==> config.mk <==
export PLATFORM = sky130hd
export DESIGN_NAME = eeprom_word_reader
export DESIGN_NICKNAME = d
export VERILOG_FILES = /design/src/rtl/eeprom_word_reader.sv
export SDC_FILE = /design/constraint.sdc
export NUM_CORES = 1
export LEC_CHECK = 0
export ABC_CLOCK_PERIOD_IN_PS = 4800
export CAP_MARGIN = 20
export CORE_MARGIN = 10
export CORE_UTILIZATION = 60
export DETAILED_ROUTE_END_ITERATION = 10
export DONT_BUFFER_PORTS = 1
export MAX_ROUTING_LAYER = met4
export PLACE_DENSITY = 0.82
export SLEW_MARGIN = 20
export SYNTH_ARGS = -nofsm -noshare
export SYNTH_HDL_FRONTEND = slang
export SYNTH_SLANG_ARGS = --single-unit
==> constraint.sdc <==
create_clock -name clk -period 4.8 [get_ports clk]
set_clock_uncertainty 0.1 [all_clocks]
set_input_delay 1.44 -clock clk [delete_from_list [all_inputs] [get_ports clk]]
set_output_delay 1.44 -clock clk [all_outputs]
set_load 0.01 [all_outputs]
==> src/rtl/eeprom_word_reader.sv <==
module eeprom_word_reader #(
  parameter int SETUP_CYC = 20,
  parameter int PHASE_CYC = 450
) (
  input  logic        clk,
  input  logic        rst_n,
  input  logic        start,
  input  logic [5:0]  rd_addr,
  output logic        ee_cs,
  output logic        ee_sk,
  output logic        ee_di,
  input  logic        ee_do,
  output logic [15:0] rd_data,
  output logic        done
);
  localparam int MAXC = (PHASE_CYC > SETUP_CYC) ? PHASE_CYC : SETUP_CYC;
  localparam int CW = $clog2(MAXC + 1);
  localparam logic [CW-1:0] PH_LD = CW'(PHASE_CYC - 1);
  localparam logic [CW-1:0] SU_LD = CW'(SETUP_CYC - 1);
  localparam logic [2:0] RD_CMD = 3'b110;

  typedef enum logic [3:0] {
    S_IDLE, S_SETUP, S_OHI, S_OLO, S_HOLD, S_RHI, S_RLO, S_DESEL, S_THI, S_TLO
  } st_t;

  st_t st;
  logic [CW-1:0] cnt;
  logic [3:0] bits;
  logic [15:0] shreg;

  assign ee_sk = st inside {S_OHI, S_RHI, S_THI};
  assign ee_cs = st inside {S_SETUP, S_OHI, S_OLO, S_HOLD, S_RHI, S_RLO};
  assign ee_di = (st inside {S_SETUP, S_OHI, S_OLO}) & shreg[15];

  always_ff @(posedge clk or negedge rst_n) begin
    if (!rst_n) begin
      st      <= S_IDLE;
      cnt     <= '0;
      bits    <= '0;
      shreg   <= '0;
      rd_data <= '0;
      done    <= 1'b0;
    end else begin
      done <= 1'b0;
      if (st == S_IDLE) begin
        if (start) begin
          shreg <= {RD_CMD, rd_addr, 7'b0};
          bits  <= 4'd8;
          cnt   <= SU_LD;
          st    <= S_SETUP;
        end
      end else if (cnt != '0) begin
        cnt <= cnt - 1'b1;
      end else begin
        case (st)
          S_SETUP: begin st <= S_OHI; cnt <= PH_LD; end
          S_OHI:   begin st <= S_OLO; cnt <= PH_LD; end
          S_OLO: begin
            if (bits == '0) begin
              st   <= S_HOLD;
              bits <= 4'd15;
            end else begin
              st    <= S_SETUP;
              shreg <= {shreg[14:0], 1'b0};
              bits  <= bits - 1'b1;
            end
            cnt <= SU_LD;
          end
          S_HOLD:  begin st <= S_RHI; cnt <= PH_LD; end
          S_RHI: begin
            shreg <= {shreg[14:0], ee_do};
            st    <= S_RLO;
            cnt   <= PH_LD;
          end
          S_RLO: begin
            if (bits == '0) st <= S_DESEL;
            else begin
              st   <= S_RHI;
              bits <= bits - 1'b1;
            end
            cnt <= PH_LD;
          end
          S_DESEL: begin st <= S_THI; cnt <= PH_LD; end
          S_THI:   begin st <= S_TLO; cnt <= PH_LD; end
          S_TLO: begin
            st      <= S_IDLE;
            rd_data <= shreg;
            done    <= 1'b1;
          end
          default: st <= S_IDLE;
        endcase
      end
    end
  end
endmodule

# Word-level counts from Yosys, hierarchy flattened
# Index checks and enable logic that the tools add are counted.
totals:
  regBits: 50
  output_inout_bits: 20
op_classes:
  bitwise: 3
  eq_ne: 13
  n_mux: 24
  add_sub_neg: 2
  n_reduce_logical: 15
op_table:
  columns: ["op", "count"]
  rows:
  - ["16-bit two-way mux", 4]
  - ["4-bit two-way mux", 8]
  - ["16-bit one-hot mux with 2 select lines", 1]
  - ["4-bit one-hot mux with 8 select lines", 1]
  - ["9-bit two-way mux", 3]
  - ["9-bit one-hot mux with 2 select lines", 1]
  - ["4-bit by 3-bit == test with 1-bit output, second input constant", 4]
  - ["3-bit nonzero test", 4]
  - ["9-bit nonzero test", 1]
  - ["9-bit by 1-bit subtractor with 9-bit output, second input constant", 1]
  - ["4-bit by 2-bit == test with 1-bit output, second input constant", 2]
  - ["4-bit == test, second input constant", 2]
  - ["4-bit zero test", 2]
  - ["4-bit one-hot mux with 2 select lines", 1]
  - ["4-bit AND reduction", 2]
  - ["7-bit OR reduction", 1]
  - ["3-bit inequality test, second input constant", 2]
  - ["6-bit nonzero test", 1]
  - ["4-bit by 1-bit == test with 1-bit output, second input constant", 1]
  - ["2-bit inequality test, second input constant", 2]
  - ["2-bit AND reduction", 2]
  - ["4-bit nonzero test", 1]
  - ["4-bit by 1-bit subtractor with 4-bit output, second input constant", 1]
  - ["1-bit two-way mux", 3]
  - ["5 further kinds", 6]

# Logic depth before layout (Yosys ltp)
# Gate-level depths: netlist (run 1).
depth:
  ltp_word: 5
  depth_mapped: 9

# Least setup slack after synthesis (run 1)
# Ideal clock, no wire load.
synth_timing:
  path_type: "register to output"
  startpoint: "register st[3]"
  endpoint: "output port ee_sk"
  slack_ps: 1802
  required_time_ps: 3260
  arrival_ps: 1458
  path_stages_with_launch: 5
  path_cell_list: "dfrtp_1 buf_2 clkbuf_1 xnor2_1 o32ai_1"
synth_between:
  elab_chain_cells: 2
  elab_cells_between_ends: 4
synth_lines:
  columns: ["element", "line_no", "text"]
  rows:
  - ["from (decl)", "26", "st_t st;"]
  - ["from (signal assigned)", "37", "st <= S_IDLE;"]
  - ["from (signal assigned)", "50", "st <= S_SETUP;"]
  - ["from (signal assigned)", "56", "S_SETUP: begin st <= S_OHI; cnt <= PH_LD; end"]
  - ["4-bit by 2-bit == test with 1-bit output (tied with other cells)", "31", "assign ee_sk = st inside {S_OHI, S_RHI, S_THI};"]
  - ["3-bit nonzero test *", "31", null]
  - ["to (decl)", "10", "output logic ee_sk,"]
# Mark *: on every way between the ends. The rest lies on a longest branch, timed or not.

# Final worst setup path (run 1)
# Ends and elaborated chain as after synthesis.

==> results of run 1 <==
[state kept, by name, summed over array words and instances (netlist names)]
register / cells
bits: 4
cnt: 9
done: 1
rd_data: 16
shreg: 16
st: 4
[power groups by stage]
stage	registers, mW	logic [mW]	clock network, mW
floorplan	0.596	0.344	0
detailed placement	0.665	0.335	0
finish	0.659	0.335	0.248
CTS	0.656	0.335	0.254
global route	0.680	0.379	0.272
global placement	0.659	0.322	0
[worst max-delay path by stage]
stage,start,endpoint,depth (start not counted)
floorplan,st[3],ee_sk,4
global placement,st[3],ee_sk,2
detailed placement,st[3],ee_sk,2
CTS,st[3],ee_sk,2
global route,st[3],ee_sk,2
finish,st[3],ee_sk,2
[layout make-up]
class / count / area, µm²
Clock buffer: 5 / 68.8
Multi-Input combinational cell: 180 / 1270
Inverter: 12 / 45.0
Sequential cell: 50 / 1250
Timing Repair Buffer: 1 / 7.51
Tap cell: 52 / 65.1
Fill cell: 362 / 1600
Clock inverter: 3 / 21.3
[critical path, stage by stage, from the launching register on]
cell	delay, ns
sky130_fd_sc_hd__dfrtp_1	0.94
sky130_fd_sc_hd__xnor2_1	0.12
sky130_fd_sc_hd__o32ai_1	0.43
[cells by family after synthesis]
logic type / count (synthesis)
and+or+nand+nor: 93
DFF: 50
xor gates and xnor gates: 2
adders and majority gates: 2
AOI/OAI and AO/OA: 70
buffers and inverters: 27
muxes: 13
[synthesized netlist by cell type, drive strengths merged]
library cell and number:
ha 2, a21oi 13, nor3b 2, buf 8
o31ai 5, nor2 26, nor4b 1, and3b 1
a221oi 1, or3 2, nand2 26, nand3 5
o32ai 1, a31o 2, and3 2, or2 1
clkbuf 7, a211oi 1, inv 12, o21ai 19
a31oi 10, a21o 2, a22oi 2, and4 1
xnor2 2, a32oi 1, mux2 13, nor3 8
a311oi 1, nand2b 4, nor4 6, o21bai 2
or3b 4, o211a 2, or4 2, nor2b 2
o22ai 2, dfrtp 50, a22o 6
[per-layer routing]
metal	share of wire	routed length (µm)
met1	0.47	2480
met2	0.43	2270
met3	0.078	412
met4	0.018	93
met5	0	0
[through the flow]
step	area, µm²	util	setup WS, ns
final	2730	0.630	1.46
after global routing	2730	0.630	1.32
after CTS	2730	0.630	1.45
after detailed placement	2640	0.610	1.79
after global placement	2640	0.610	1.82
after floorplan	2660	-	1.80
==> impl_results.md, run 1 <==
- Worst endpoint required time: 3.26 ns
- Post-CTS sizing: 0
- PortBufs: 0
- Antenna diodes: 0
- Number of register bits inferred by synthesis: 50
- Floorplan die area: 7500 µm²
- Transition time at the pin with the least slew margin: 0.894 ns
- Largest net degree at the start of global routing: 51
- Number of placement rows: 24
- Post-route ant nets: 0
- Power consumption: 1.24 mW
- Worst-Skew Late Latency: 0.31 ns
- Post-Route Setup TNS: 0 ns
- First-pass GRT wire length: 8600 µm
- Unrepaired setup endpoints after global routing: no
- Aggregate routed wire length: 5260 µm
- Fraction of layout cells with a size suffix above 1: 0.163
- Max-slew violation count: 0
- Switching Power: 469 µW
- Aggregate global routing overflow: 0
- Count of warnings emitted by yosys: 0
- Cell depth of the worst hold path: 1
- Number of cells on the worst reg-to-reg path: 6
- Vias per cell: 6.25
- Hold path start: shreg[0]
- Met3 usage in global routing: 0.0422
- Violation count after the first detailed-routing iteration: 96
- WHS: 0.418 ns
- Effective utilization at floorplan: 0.616
- Number of instances in the placed design: 295
- Half-perimeter wire length after detailed placement: 3580 µm
- Synthesized-area fraction occupied by adder cells: 0.00939
- Final Net Count: 262
- Critical path fanouts, max: 25
- Leading cell type in the layout, fill and taps excluded: sky130_fd_sc_hd__dfrtp_1
- Die Y: 86.6 µm
- Part of the Yosys area used for sequential elements: 0.470
- Fraction of synthesized cell area in xor and xnor cells: 0.00658
- Cell type contributing the most total cell area after synthesis: sky130_fd_sc_hd__dfrtp_1
- Number of nets in the synthesized netlist: 269
- Cell-internal power: 774 µW
- Nature of the critical path startpoint: flop
- Clock Tree Root: sky130_fd_sc_hd__clkbuf_8
- Synth Area in Simple Gates: 0.204
- Tot GR Track Use: 0.147
- Mapped Area: 2660 µm²
- Setup slack of the worst register-to-register path: 1.77 ns
- Maximum level of the CTS H-tree: 2
- Leakage power: 1.23 nW
- Period minus WS final: 3.34 ns
- Max Root-Sink Buffers: 2
- Share of the synthesized area in the top cell type: 0.470
- Combinational power share: 0.270
- Achievable frequency: 299 MHz
- Register clock-pin slew on the reported worst setup and hold paths: 0.10 ns
- Maximum Capacitance Violations: 0
- Area delta synth->final: 2.35%
- Period utilization: 0.696
- Clock tree from TritonCTS: yes
- GRT Max-Usage Layer: met1
- Worst EP arrival: 1.80 ns
- PD cells: 456 nW/µm²
- Drt drc: 0
- Core region area: 4320 µm²
- Min-Delay Path Class: flop to flop
- Portion of netlist area occupied by mux cells: 0.0733
- Reg-to-reg startpoint: cnt[0]
- Commonest cells after routing, fill and taps aside: 50 x sky130_fd_sc_hd__dfrtp_1, 26 x sky130_fd_sc_hd__nand2_1, 25 x sky130_fd_sc_hd__nor2_1, 17 x sky130_fd_sc_hd__o21ai_0, 13 x sky130_fd_sc_hd__mux2_4
- GP Congestion: 0.840
- Sequential share of power: 0.530
- I/O pin cnt: 30
- Part of the power in the clock network: 0.200
- Fin cells: 303
- Met2 Resource Use GR: 0.196
- Final hold viol count: 0
- Post-CTS setup buffer count: 0
- Via count: 1,895
- Worst slew margin relative to its limit: 0.404
- Initial antenna violation count: 0
- Sinks on the clock net: 50
- Leading post-synthesis cells by cell area: sky130_fd_sc_hd__dfrtp_1 47%, sky130_fd_sc_hd__mux2_4 7.3%, sky130_fd_sc_hd__nand2_1 3.7%
- Horiz. Die Dim: 86.6 µm
- Category of the worst setup path capture point: output pin
- Met1 Track Usage GR: 0.200
- Post-synthesis compound-gate area fraction: 0.183
- Combinational family with the most area after synthesis: simple AND/OR/NAND/NOR gates
- Clock buffers created by TritonCTS: 5
- Number of global-route vias before repair: 1,716
- Synthesized instance count: 257
- Run status: finished, final reports clean
- Post-synthesis average cell area: 10.4 µm²
- # setup viols final: 0
- Reg-to-Reg End: rd_data[8]
- Length of the first detailed-routing pass in iterations: 4
- Net switching share of the total power: 0.377
- End point of the worst hold path: shreg[1]
- Detail-routed net length per standard cell: 17.3 µm
- Cell variety after synth: 53
- Crit Path Category: flop to output pin
- Cts hold-fix bufs: 0
- Peak supply drop: 0.000255 V
Power figures use the tool's default switching activity.
==> run 2: changes to the inputs <==
- ABC_CLOCK_PERIOD_IN_PS: 4800 -> 3300
- clock period: 4.8 -> 3.3 ns (I/O delays scaled with it)
==> impl_results.md, run 2 (same netlist as run 1, synthesis figures left out) <==
- Antenna diodes: 0
- Max Root-Sink Buffers: 2
- Slowest cell on the critical path: sky130_fd_sc_hd__dfrtp_1
- Post-route ant nets: 0
- Fin cells: 305
- Effective utilization at floorplan: 0.616
- List of cells traversed by the critical path: nor3_1 > nor3_1
- Critical path fanouts, max: 23
- Drt drc: 0
- Core region area: 4320 µm²
- Number of global-route vias before repair: 1,826
- First-pass GRT wire length: 9070 µm
- Nature of the critical path startpoint: flop
- Reg area: 1250 µm²
- Regs by FF count: rd_data: 16 flops, shreg: 16 flops, cnt: 9 flops
- Vias per cell: 6.11
- Period minus WS final: 2.81 ns
- Filler cell count in the final layout: 337
- Largest net degree at the start of global routing: 51
- I/O pin cnt: 30
- Max-slew violation count: 0
- Worst endpoint required time: 2.21 ns
- Sinks on the clock net: 50
- Commonest cells after routing, fill and taps aside: 50 x sky130_fd_sc_hd__dfrtp_1, 26 x sky130_fd_sc_hd__nand2_1, 25 x sky130_fd_sc_hd__nor2_1, 17 x sky130_fd_sc_hd__o21ai_0, 13 x sky130_fd_sc_hd__mux2_4
- Min-Delay Path Class: input port to async pin
- Crit Path Category: flop to output pin
- Maximum Capacitance Violations: 0
- Run status: finished, final reports clean
- Clock tree from TritonCTS: yes
- Crit path top cell by count: sky130_fd_sc_hd__nor3_1
- GP Congestion: 0.880
- Length of the first detailed-routing pass in iterations: 4
- Worst slew margin relative to its limit: 0.485
- Tot GR Track Use: 0.153
- Slowest cell delay on critical path: 0.81 ns
- Violation count after the first detailed-routing iteration: 104
- Final instance area: 2760 µm²
- Cts hold-fix bufs: 0
- Area delta synth->final: 3.76%
- Area taken by multi-input logic gates: 1270 µm²
- Achievable frequency: 356 MHz
- Post-CTS sizing: 0
- # setup viols final: 0
- Worst-Skew Late Latency: 0.31 ns
- Horiz. Die Dim: 86.6 µm
- Initial antenna violation count: 0
- Instance area at placement: 2650 µm²
- Maximum level of the CTS H-tree: 2
- Worst EP arrival: 1.72 ns
- Final hold viol count: 0
- Die Y: 86.6 µm
- PD cells: 683 nW/µm²
- Via count: 1,865
- Leakage power: 1.26 nW
- Aggregate routed wire length: 5200 µm
- Clock buffers created by TritonCTS: 5
- Category of the worst setup path capture point: output pin
- Peak supply drop: 0.000269 V
- Number of placement rows: 24
- Fraction of layout cells with a size suffix above 1: 0.170
- Aggregate global routing overflow: 0
- Register clock-pin slew on the reported worst setup and hold paths: 0.09 ns
- Post-Route Setup TNS: 0 ns
- Post-CTS setup buffer count: 0
- Unrepaired setup endpoints after global routing: no
- Half-perimeter wire length after detailed placement: 3640 µm
- Leading cell type in the layout, fill and taps excluded: sky130_fd_sc_hd__dfrtp_1
- Transition time at the pin with the least slew margin: 0.766 ns
- Clock Tree Root: sky130_fd_sc_hd__clkbuf_8
- Number of instances in the placed design: 297
- PortBufs: 0
- Final Net Count: 264
- Detail-routed net length per standard cell: 17.1 µm
- Period utilization: 0.852
- Floorplan die area: 7500 µm²
-- run 2: cell count changes in the layout (fill, tap and decap cells not counted), sizes merged --
| cell | change |
|---|---|
| buf | +2 |
| inv | +1 |
| bufinv | +1 |
| clkinvlp | -1 |
| clkinv | -1 |
-- run 2: cell type report --
type | count | share of cell area
Inverter | 12 | 0.0163
Tap cell | 52 | 0.0235
Timing Repair Buffer | 3 | 0.00815
Sequential cell | 50 | 0.453
Clock inverter | 3 | 0.0158
Clock buffer | 5 | 0.0249
Multi-Input combinational cell | 180 | 0.459
-- run 2: through the flow --
stage                     power, mW  hold slack (ns)  utilization  setup slack [ns]
final                          1.89            0.260        0.639             0.489
after global routing           2.03            0.243        0.639             0.330
after CTS                      1.89            0.257        0.639             0.477
after detailed placement       1.46            0.405        0.613             0.796
after global placement         1.44            0.394        0.613             0.840
after floorplan                1.37            0.366            -             0.752
-- run 2: per-layer routing --
layer  vias up  GRT usage  wire, µm
met5         -          -         0
met4         0     0.0545        69
met3         7     0.0469       431
met2        54      0.211      2280
met1       886      0.207      2420
li1        918          -         -
-- run 2: path summary, 6_finish.rpt --
| path | startpoint | endpoint | slack, ns | depth (start not counted) |
|---|---|---|---|---|
| setup / recovery | st[2] | ee_cs | 0.49 | 2 |
| hold / removal | rst_n | rd_data[13] | 0.26 | 0 |
| setup reg to reg | st[2] | shreg[7] | 0.76 | 5 |
| hold reg to reg | shreg[12] | shreg[13] | 0.42 | 2 |
| max in group asynchronous | rst_n | bits[0] | 2.75 | 0 |
| min in group clk | shreg[12] | shreg[13] | 0.42 | 2 |
-- run 2: power by group --
group	internal, mW	leakage [nW]	switching [mW]	total, mW
sequential	0.751	0.631	0.191	0.941
combinational	0.232	0.569	0.284	0.516
clock	0.227	0.0585	0.204	0.431
total	1.21	1.26	0.679	1.89
-- run 2: critical path, delay by kind of cell, from the launching register on --
family           cells  cell delay [ns]
DFF                  1             0.81
and+or+nand+nor      2             0.62
